## config.mk

```make
export PLATFORM = sky130hd
export DESIGN_NAME = fe_ctrl_regs
export DESIGN_NICKNAME = d
export VERILOG_FILES = /design/src/rtl/fe_ctrl_pkg.sv /design/src/rtl/fe_ctrl_addr_dec.sv /design/src/rtl/fe_ctrl_store.sv /design/src/rtl/fe_ctrl_regs.sv
export SDC_FILE = /design/constraint.sdc
export NUM_CORES = 1
export LEC_CHECK = 0
export ABC_AREA = 1
export BUFFER_PORTS_ARGS = -buffer_cell sky130_fd_sc_hd__buf_2
export CAP_MARGIN = 0
export CELL_PAD_IN_SITES_DETAIL_PLACEMENT = 1
export CELL_PAD_IN_SITES_GLOBAL_PLACEMENT = 1
export CORE_UTILIZATION = 37
export DETAILED_ROUTE_END_ITERATION = 16
export MAX_ROUTING_LAYER = met4
export PLACE_DENSITY = 0.94
export RECOVER_POWER = 100
export SLEW_MARGIN = 25
export SYNTH_ARGS = -nofsm -noshare
export SYNTH_HDL_FRONTEND = slang
export SYNTH_SLANG_ARGS = --single-unit
```

## constraint.sdc

```tcl
create_clock -name clk -period 4.6 [get_ports clk]
set_clock_uncertainty 0.15 [all_clocks]
set_input_delay 0.23 -clock clk [delete_from_list [all_inputs] [get_ports clk]]
set_output_delay 0.23 -clock clk [all_outputs]
set_load 0.02 [all_outputs]
```

## src/rtl/fe_ctrl_pkg.sv

```systemverilog
package fe_ctrl_pkg;
  localparam int IDX_W = 22;

  localparam logic [IDX_W-1:0] IX_STATUS  = 22'h00;
  localparam logic [IDX_W-1:0] IX_MASK_LO = 22'h01;
  localparam logic [IDX_W-1:0] IX_PIPE    = 22'h03;
  localparam logic [IDX_W-1:0] IX_ACCEPT  = 22'h07;
  localparam logic [IDX_W-1:0] IX_DELAY   = 22'h08;
  localparam logic [IDX_W-1:0] IX_SRC     = 22'h0B;
  localparam logic [IDX_W-1:0] IX_FLAVOR  = 22'h0C;
  localparam logic [IDX_W-1:0] IX_TDATA   = 22'h0D;
  localparam logic [IDX_W-1:0] IX_TEST    = 22'h0F;
  localparam logic [IDX_W-1:0] IX_CLEAR   = 22'h11;

  // Status word: tag on top, five mode flags at the bottom.
  function automatic logic [31:0] f_status(input logic [23:0] tag, input logic src,
                                           input logic flv, input logic tm,
                                           input logic td, input logic id);
    return {tag, 3'b000, src, flv, tm, td, id};
  endfunction

  // Two fields packed into one word: low field at bit 0, high field at bit HI_POS.
  function automatic logic [31:0] f_pack(input logic [15:0] lo, input logic [15:0] hi,
                                         input int hi_pos);
    logic [31:0] w;
    w = 32'(lo) | (32'(hi) << hi_pos);
    return w;
  endfunction
endpackage

```

## src/rtl/fe_ctrl_addr_dec.sv

```systemverilog
module fe_ctrl_addr_dec
  import fe_ctrl_pkg::*;
(
  input  logic [4:0]       geo_addr,
  input  logic [31:0]      bus_addr,
  output logic             addr_hit,
  output logic [IDX_W-1:0] addr_idx
);
  assign addr_hit = (bus_addr[31:27] == geo_addr) && (bus_addr[26:24] == 3'b000)
                    && (bus_addr[1:0] == 2'b00);
  assign addr_idx = bus_addr[23:2];
endmodule

```

## src/rtl/fe_ctrl_store.sv

```systemverilog
module fe_ctrl_store
  import fe_ctrl_pkg::*;
#(
  parameter int          MASK_W   = 48,
  parameter int          PIPE_W   = 9,
  parameter int          LEN_W    = 6,
  parameter int          DLY_W    = 8,
  parameter int          OFS_W    = 8,
  parameter logic [23:0] PROG_TAG = 24'hC0FFEE,
  parameter bit          CHIP_ID  = 1'b0
)(
  input  logic              clk,
  input  logic              rst_n,
  input  logic              bus_wr,
  input  logic              bus_rd,
  input  logic              addr_hit,
  input  logic [IDX_W-1:0]  addr_idx,
  input  logic [31:0]       bus_wdata,
  output logic [31:0]       rd_data,
  output logic              rd_valid,
  output logic [MASK_W-1:0] wire_mask,
  output logic [PIPE_W-1:0] pipe_size,
  output logic [LEN_W-1:0]  buf_len,
  output logic [DLY_W-1:0]  clk_delay,
  output logic [OFS_W-1:0]  bunch_offset,
  output logic              test_mode,
  output logic              test_data_mode,
  output logic              flavor_new,
  output logic              accept_src_host,
  output logic              accept_pulse,
  output logic [1:0]        accept_code
);
  localparam int HALF    = MASK_W / 2;
  localparam int LEN_POS = 16;
  localparam int OFS_POS = 8;

  // Named internal events
  logic wr_hit, wr_open, clr_go, acc_wr, rd_hit;
  assign wr_hit  = bus_wr && addr_hit;
  assign wr_open = wr_hit && test_mode;
  assign clr_go  = wr_open && (addr_idx == IX_CLEAR);
  assign acc_wr  = wr_hit && (addr_idx == IX_ACCEPT);
  assign rd_hit  = bus_rd && addr_hit;

  logic unused_wdata;
  assign unused_wdata = ^bus_wdata;

  // Mask halves, one register per index
  for (genvar h = 0; h < 2; h++) begin : g_mask
    logic [HALF-1:0] half_q;
    always_ff @(posedge clk) begin
      if (!rst_n || clr_go) half_q <= '0;
      else if (wr_open && addr_idx == (IX_MASK_LO + IDX_W'(h))) half_q <= bus_wdata[HALF-1:0];
    end
    assign wire_mask[h*HALF +: HALF] = half_q;
  end

  // Packed configuration fields and mode bits
  always_ff @(posedge clk) begin
    if (!rst_n || clr_go) begin
      pipe_size       <= '0;
      buf_len         <= '0;
      clk_delay       <= '0;
      bunch_offset    <= '0;
      accept_src_host <= 1'b0;
      flavor_new      <= 1'b0;
      test_data_mode  <= 1'b0;
    end else if (wr_open) begin
      if (addr_idx == IX_PIPE) begin
        pipe_size <= bus_wdata[PIPE_W-1:0];
        buf_len   <= bus_wdata[LEN_POS +: LEN_W];
      end
      if (addr_idx == IX_DELAY) begin
        clk_delay    <= bus_wdata[DLY_W-1:0];
        bunch_offset <= bus_wdata[OFS_POS +: OFS_W];
      end
      if (addr_idx == IX_SRC)    accept_src_host <= bus_wdata[0];
      if (addr_idx == IX_FLAVOR) flavor_new      <= bus_wdata[0];
      if (addr_idx == IX_TDATA)  test_data_mode  <= bus_wdata[0];
    end
  end

  // Mode switch: writable in every mode
  always_ff @(posedge clk) begin
    if (!rst_n) test_mode <= 1'b0;
    else if (wr_hit && addr_idx == IX_TEST) test_mode <= bus_wdata[0];
  end

  // Accept trigger: writable in every mode, pulses only with host source
  always_ff @(posedge clk) begin
    if (!rst_n) begin
      accept_pulse <= 1'b0;
      accept_code  <= 2'b00;
    end else begin
      accept_pulse <= acc_wr && accept_src_host;
      if (acc_wr && accept_src_host) accept_code <= bus_wdata[1:0];
    end
  end

  // Read mux
  logic [31:0] rd_mux;
  always_comb begin
    rd_mux = '0;
    case (addr_idx)
      IX_STATUS:      rd_mux = f_status(PROG_TAG, accept_src_host, flavor_new, test_mode,
                                        test_data_mode, CHIP_ID);
      IX_MASK_LO:     rd_mux = 32'(wire_mask[HALF-1:0]);
      IX_MASK_LO + 1: rd_mux = 32'(wire_mask[MASK_W-1:HALF]);
      IX_PIPE:        rd_mux = f_pack(16'(pipe_size), 16'(buf_len), LEN_POS);
      IX_DELAY:       rd_mux = f_pack(16'(clk_delay), 16'(bunch_offset), OFS_POS);
      default:        rd_mux = '0;
    endcase
  end

  always_ff @(posedge clk) begin
    if (!rst_n) begin
      rd_valid <= 1'b0;
      rd_data  <= '0;
    end else begin
      rd_valid <= rd_hit;
      rd_data  <= rd_hit ? rd_mux : '0;
    end
  end

  AST_LOCKED_WRITE: assert property (@(posedge clk) disable iff (!rst_n)
    (wr_hit && !test_mode && addr_idx == IX_PIPE) |=> $stable(pipe_size));
  AST_MODE_SWITCH: assert property (@(posedge clk) disable iff (!rst_n)
    (wr_hit && addr_idx == IX_TEST) |=> (test_mode == $past(bus_wdata[0])));
  AST_ACCEPT_GATED: assert property (@(posedge clk) disable iff (!rst_n)
    (acc_wr && !accept_src_host) |=> !accept_pulse);
  AST_CLEAR_ZERO: assert property (@(posedge clk) disable iff (!rst_n)
    clr_go |=> (wire_mask == '0 && pipe_size == '0 && buf_len == '0 && clk_delay == '0
                && bunch_offset == '0 && test_mode));
  AST_FOREIGN_READ: assert property (@(posedge clk) disable iff (!rst_n)
    (bus_rd && !addr_hit) |=> (!rd_valid && rd_data == '0));
endmodule

```

## src/rtl/fe_ctrl_regs.sv

```systemverilog
module fe_ctrl_regs
  import fe_ctrl_pkg::*;
#(
  parameter int          MASK_W   = 48,
  parameter int          PIPE_W   = 9,
  parameter int          LEN_W    = 6,
  parameter int          DLY_W    = 8,
  parameter int          OFS_W    = 8,
  parameter logic [23:0] PROG_TAG = 24'hC0FFEE,
  parameter bit          CHIP_ID  = 1'b0
)(
  input  logic              clk,
  input  logic              rst_n,
  input  logic [4:0]        geo_addr,
  input  logic              bus_wr,
  input  logic              bus_rd,
  input  logic [31:0]       bus_addr,
  input  logic [31:0]       bus_wdata,
  output logic [31:0]       rd_data,
  output logic              rd_valid,
  output logic [MASK_W-1:0] wire_mask,
  output logic [PIPE_W-1:0] pipe_size,
  output logic [LEN_W-1:0]  buf_len,
  output logic [DLY_W-1:0]  clk_delay,
  output logic [OFS_W-1:0]  bunch_offset,
  output logic              test_mode,
  output logic              test_data_mode,
  output logic              flavor_new,
  output logic              accept_src_host,
  output logic              accept_pulse,
  output logic [1:0]        accept_code
);
  logic             addr_hit;
  logic [IDX_W-1:0] addr_idx;

  fe_ctrl_addr_dec u_dec (
    .geo_addr (geo_addr),
    .bus_addr (bus_addr),
    .addr_hit (addr_hit),
    .addr_idx (addr_idx)
  );

  fe_ctrl_store #(
    .MASK_W(MASK_W), .PIPE_W(PIPE_W), .LEN_W(LEN_W), .DLY_W(DLY_W),
    .OFS_W(OFS_W), .PROG_TAG(PROG_TAG), .CHIP_ID(CHIP_ID)
  ) u_store (
    .clk             (clk),
    .rst_n           (rst_n),
    .bus_wr          (bus_wr),
    .bus_rd          (bus_rd),
    .addr_hit        (addr_hit),
    .addr_idx        (addr_idx),
    .bus_wdata       (bus_wdata),
    .rd_data         (rd_data),
    .rd_valid        (rd_valid),
    .wire_mask       (wire_mask),
    .pipe_size       (pipe_size),
    .buf_len         (buf_len),
    .clk_delay       (clk_delay),
    .bunch_offset    (bunch_offset),
    .test_mode       (test_mode),
    .test_data_mode  (test_data_mode),
    .flavor_new      (flavor_new),
    .accept_src_host (accept_src_host),
    .accept_pulse    (accept_pulse),
    .accept_code     (accept_code)
  );
endmodule

```

==> summary.txt <==
Worst setup path
  • CP startpoint kind: primary input
  • Critical Path Sink Type: flip-flop
  • WP data arrival: 3100 ps
  • WP data required: 4690 ps
  • Setup CP Type: primary input to flip-flop
  • Critical path peak fanout: 22

Outcome
  • Status: complete, but fails checks
  • Failing checks: max-capacitance violations, max-slew violations

Die
  • Initial Util: 38.2%
  • IO Count: roughly 190
  • Die H: around 120 um
  • Die Area: roughly 0.014 mm2
  • Floorplan core area: about 0.013 mm2
  • Rows: 42
  • Die X: 119 um

GRT
  • Number of global-route vias before repair: roughly 5,500
  • Largest net degree at the start of global routing: 83
  • Gr ovfl total: 0
  • Initial antenna violation count: 0
  • First-pass GRT wire length: 28.8 mm
  • Global-route usage over all layers: around a quarter

Drt
  • Antenna-violating nets left: 0
  • Vias/cell: 5.45
  • DRC: 0
  • Drt wl/cell: 18.0 um
  • Total routed wirelength: about 18 mm
  • DRT iter0 DRCs: between 200 and 300
  • First-pass iteration count of the detailed router: 7
  • Total number of vias: 5,594

Yosys
  • Synth area leader: dfxtp_1
  • Synth cell count leaders: nand2_1, dfxtp_1, a21oi_1
  • Synth top area cells: dfxtp_1, nand2_1, nand4_1
  • Synth Area per Inst: slightly above 7 um2
  • Count of cell types in the netlist: 26
  • Syn. warnings: 0
  • Seq cells post-synth: about 110
  • Post-synth ARST share: 0%
  • Main synth FF type: dfxtp_1
  • Count leader, synth: nand2_1
  • Yosys top cell area share: a little over two fifths
  • Cells after synthesis: between 700 and 800
  • Synth Cell Area: 0.00510 mm2
  • Post-synth EDFFs: 0
  • Post-synthesis sequential area ratio: between 40% and 50%

STA
  • Maximum clock rate: ~330 MHz
  • Fin. Hold Viols: 0
  • Final worst slack: between 1500 and 2000 ps
  • Slew headroom: -20.4%
  • Final setup vio count: 0
  • Fin crit share: approximately two thirds
  • Setup TNS Final: 0 ps
  • Slew @ Worst Pin: between 1500 and 2000 ps
  • Fin crit period: about 3000 ps
  • Max-slew violation count: 83
  • RSZ-0062 raised after global routing: false

Clock network
  • H-tree depth: 3
  • Clock Sinks: between 100 and 150
  • CTS buffer count: 9
  • Post-CTS setup buffers: 0
  • Max Root-Sink Buffers: 2
  • Number of gates resized after cts: 0
  • Root Driver: clkbuf_16
  • Worst skew pair latency: 350 ps
  • CTS tree: yes
  • Hold_buf cts: 1
  • Reg clk slew, reported paths: ~80 ps

Final layout
  • Layout net count: about 920
  • Fin area: between 0.006 and 0.007 mm2
  • Antenna Cells: 0
  • Area grow syn2layout: 20.0%
  • Layout cell share with drive strength beyond 1: between 10% and 20%
  • Fillers: approximately 1,800

Placement
  • Pre-CTS setup slack: ~2000 ps
  • Area post-placement: between 0.005 and 0.006 mm2
  • HPWL Detailed: roughly 12 mm
  • GP Congestion: approximately 0.8
  • PortBufs: between 150 and 200

Run
  • Max Cap Viol: 1

Power and ir drop
  • Pwr per Cell Area: 305 mW/mm2
  • Worst VDD drop: around 0.22 mV
  • Leak Pwr: ~0.0022 uW

Hold path
  • Min-Delay Path Class: primary input to flip-flop
[power by group]
part           internal [uW]  total, uW  leakage (uW)  switching (uW)
sequential               968        968      0.000902        0.000690
combinational           26.9       78.4       0.00116            51.4
clock                    454        823      0.000149             368
[sequential cells by signal (all words and copies together) (netlist names)]
name                     flops
u_store.accept_code          2
u_store.pipe_size            9
u_store.g_mask.half_q       48
u_store.accept_pulse         1
u_store.clk_delay            8
u_store.buf_len              6
u_store.bunch_offset         8
u_store.flavor_new           1
u_store.rd_data             25
u_store.rd_valid             1
u_store.accept_src_host      1
u_store.test_data_mode       1
u_store.test_mode            1
[cell type report]
cell class | instances | area (um2) | share of cell area, %
Timing Repair Buffer | 184 | 796 | 13.0
Sequential cell | 112 | 2240 | 36.6
Multi-Input combinational cell | 509 | 2450 | 40.0
Clock buffer | 12 | 256 | 4.19
Clock inverter | 4 | 51.3 | 0.838
Inverter | 29 | 109 | 1.78
Tap cell | 176 | 220 | 3.60
[placed cells by master (no fill, tap or decap), drive strengths merged, types with 3 or more instances in the layout]
cell type	count
nand2	206
clkbuf	126
dfxtp	112
a21oi	91
nand4	83
nor2	78
buf	69
nand3	33
inv	30
conb	6
nor3	5
o21ai	3
[critical path, stage by stage]
cell	delay [ps]
buf_2	100
nor2_1	130
nand2_1	140
inv_1	220
nand3_1	100
nor2_1	900
nor2_1	90
nand3b_1	130
nand2_1	640
nor2_1	410
[cell families (layout without fill, tap and decap cells)]
kind of cell,count (synthesis),in the layout,share of synthesized area [%]
AND/OR/NAND/NOR,407,407,38.0
flip-flops,112,112,43.9
buffers and inverters,86,229,8.46
other,1,6,0.0735
AO/OA/AOI/OAI,96,96,9.51
[routing by layer]
metal | part of all wire, % | track usage [%] | vias up
met1 | 44 | 31.8 | 2750
met3 | 6.1 | 5.51 | 24
met4 | 1.5 | 7.66 | 0
li1 | - | - | 2627
met2 | 49 | 44.2 | 193
met5 | 0 | - | -
[path summary, 6_finish.rpt]
check	to	cells past startpoint	slack [ps]	from
setup reg to reg	u_store.g_mask[1].half_q[20]	5	1800	u_store.test_mode
hold reg to reg	u_store.bunch_offset[3]	2	330	u_store.bunch_offset[3]
hold / removal	u_store.accept_code[0]	3	10	rst_n
setup / recovery	u_store.rd_data[0]	10	1590	bus_addr[9]
[stage by stage]
stage	hold slack (ps)	util [%]	power, uW	std cells
6_report	9.52	45.9	1870	1026
3_3_place_gp	311	44.6	1070	1009
5_1_grt	14.6	45.9	1920	1026
4_1_cts	0.523	47.0	1890	1026
2_1_floorplan	216	-	1030	707
3_5_place_dp	320	44.6	1070	1009
No activity file was read; power rests on OpenSTA's default activity.
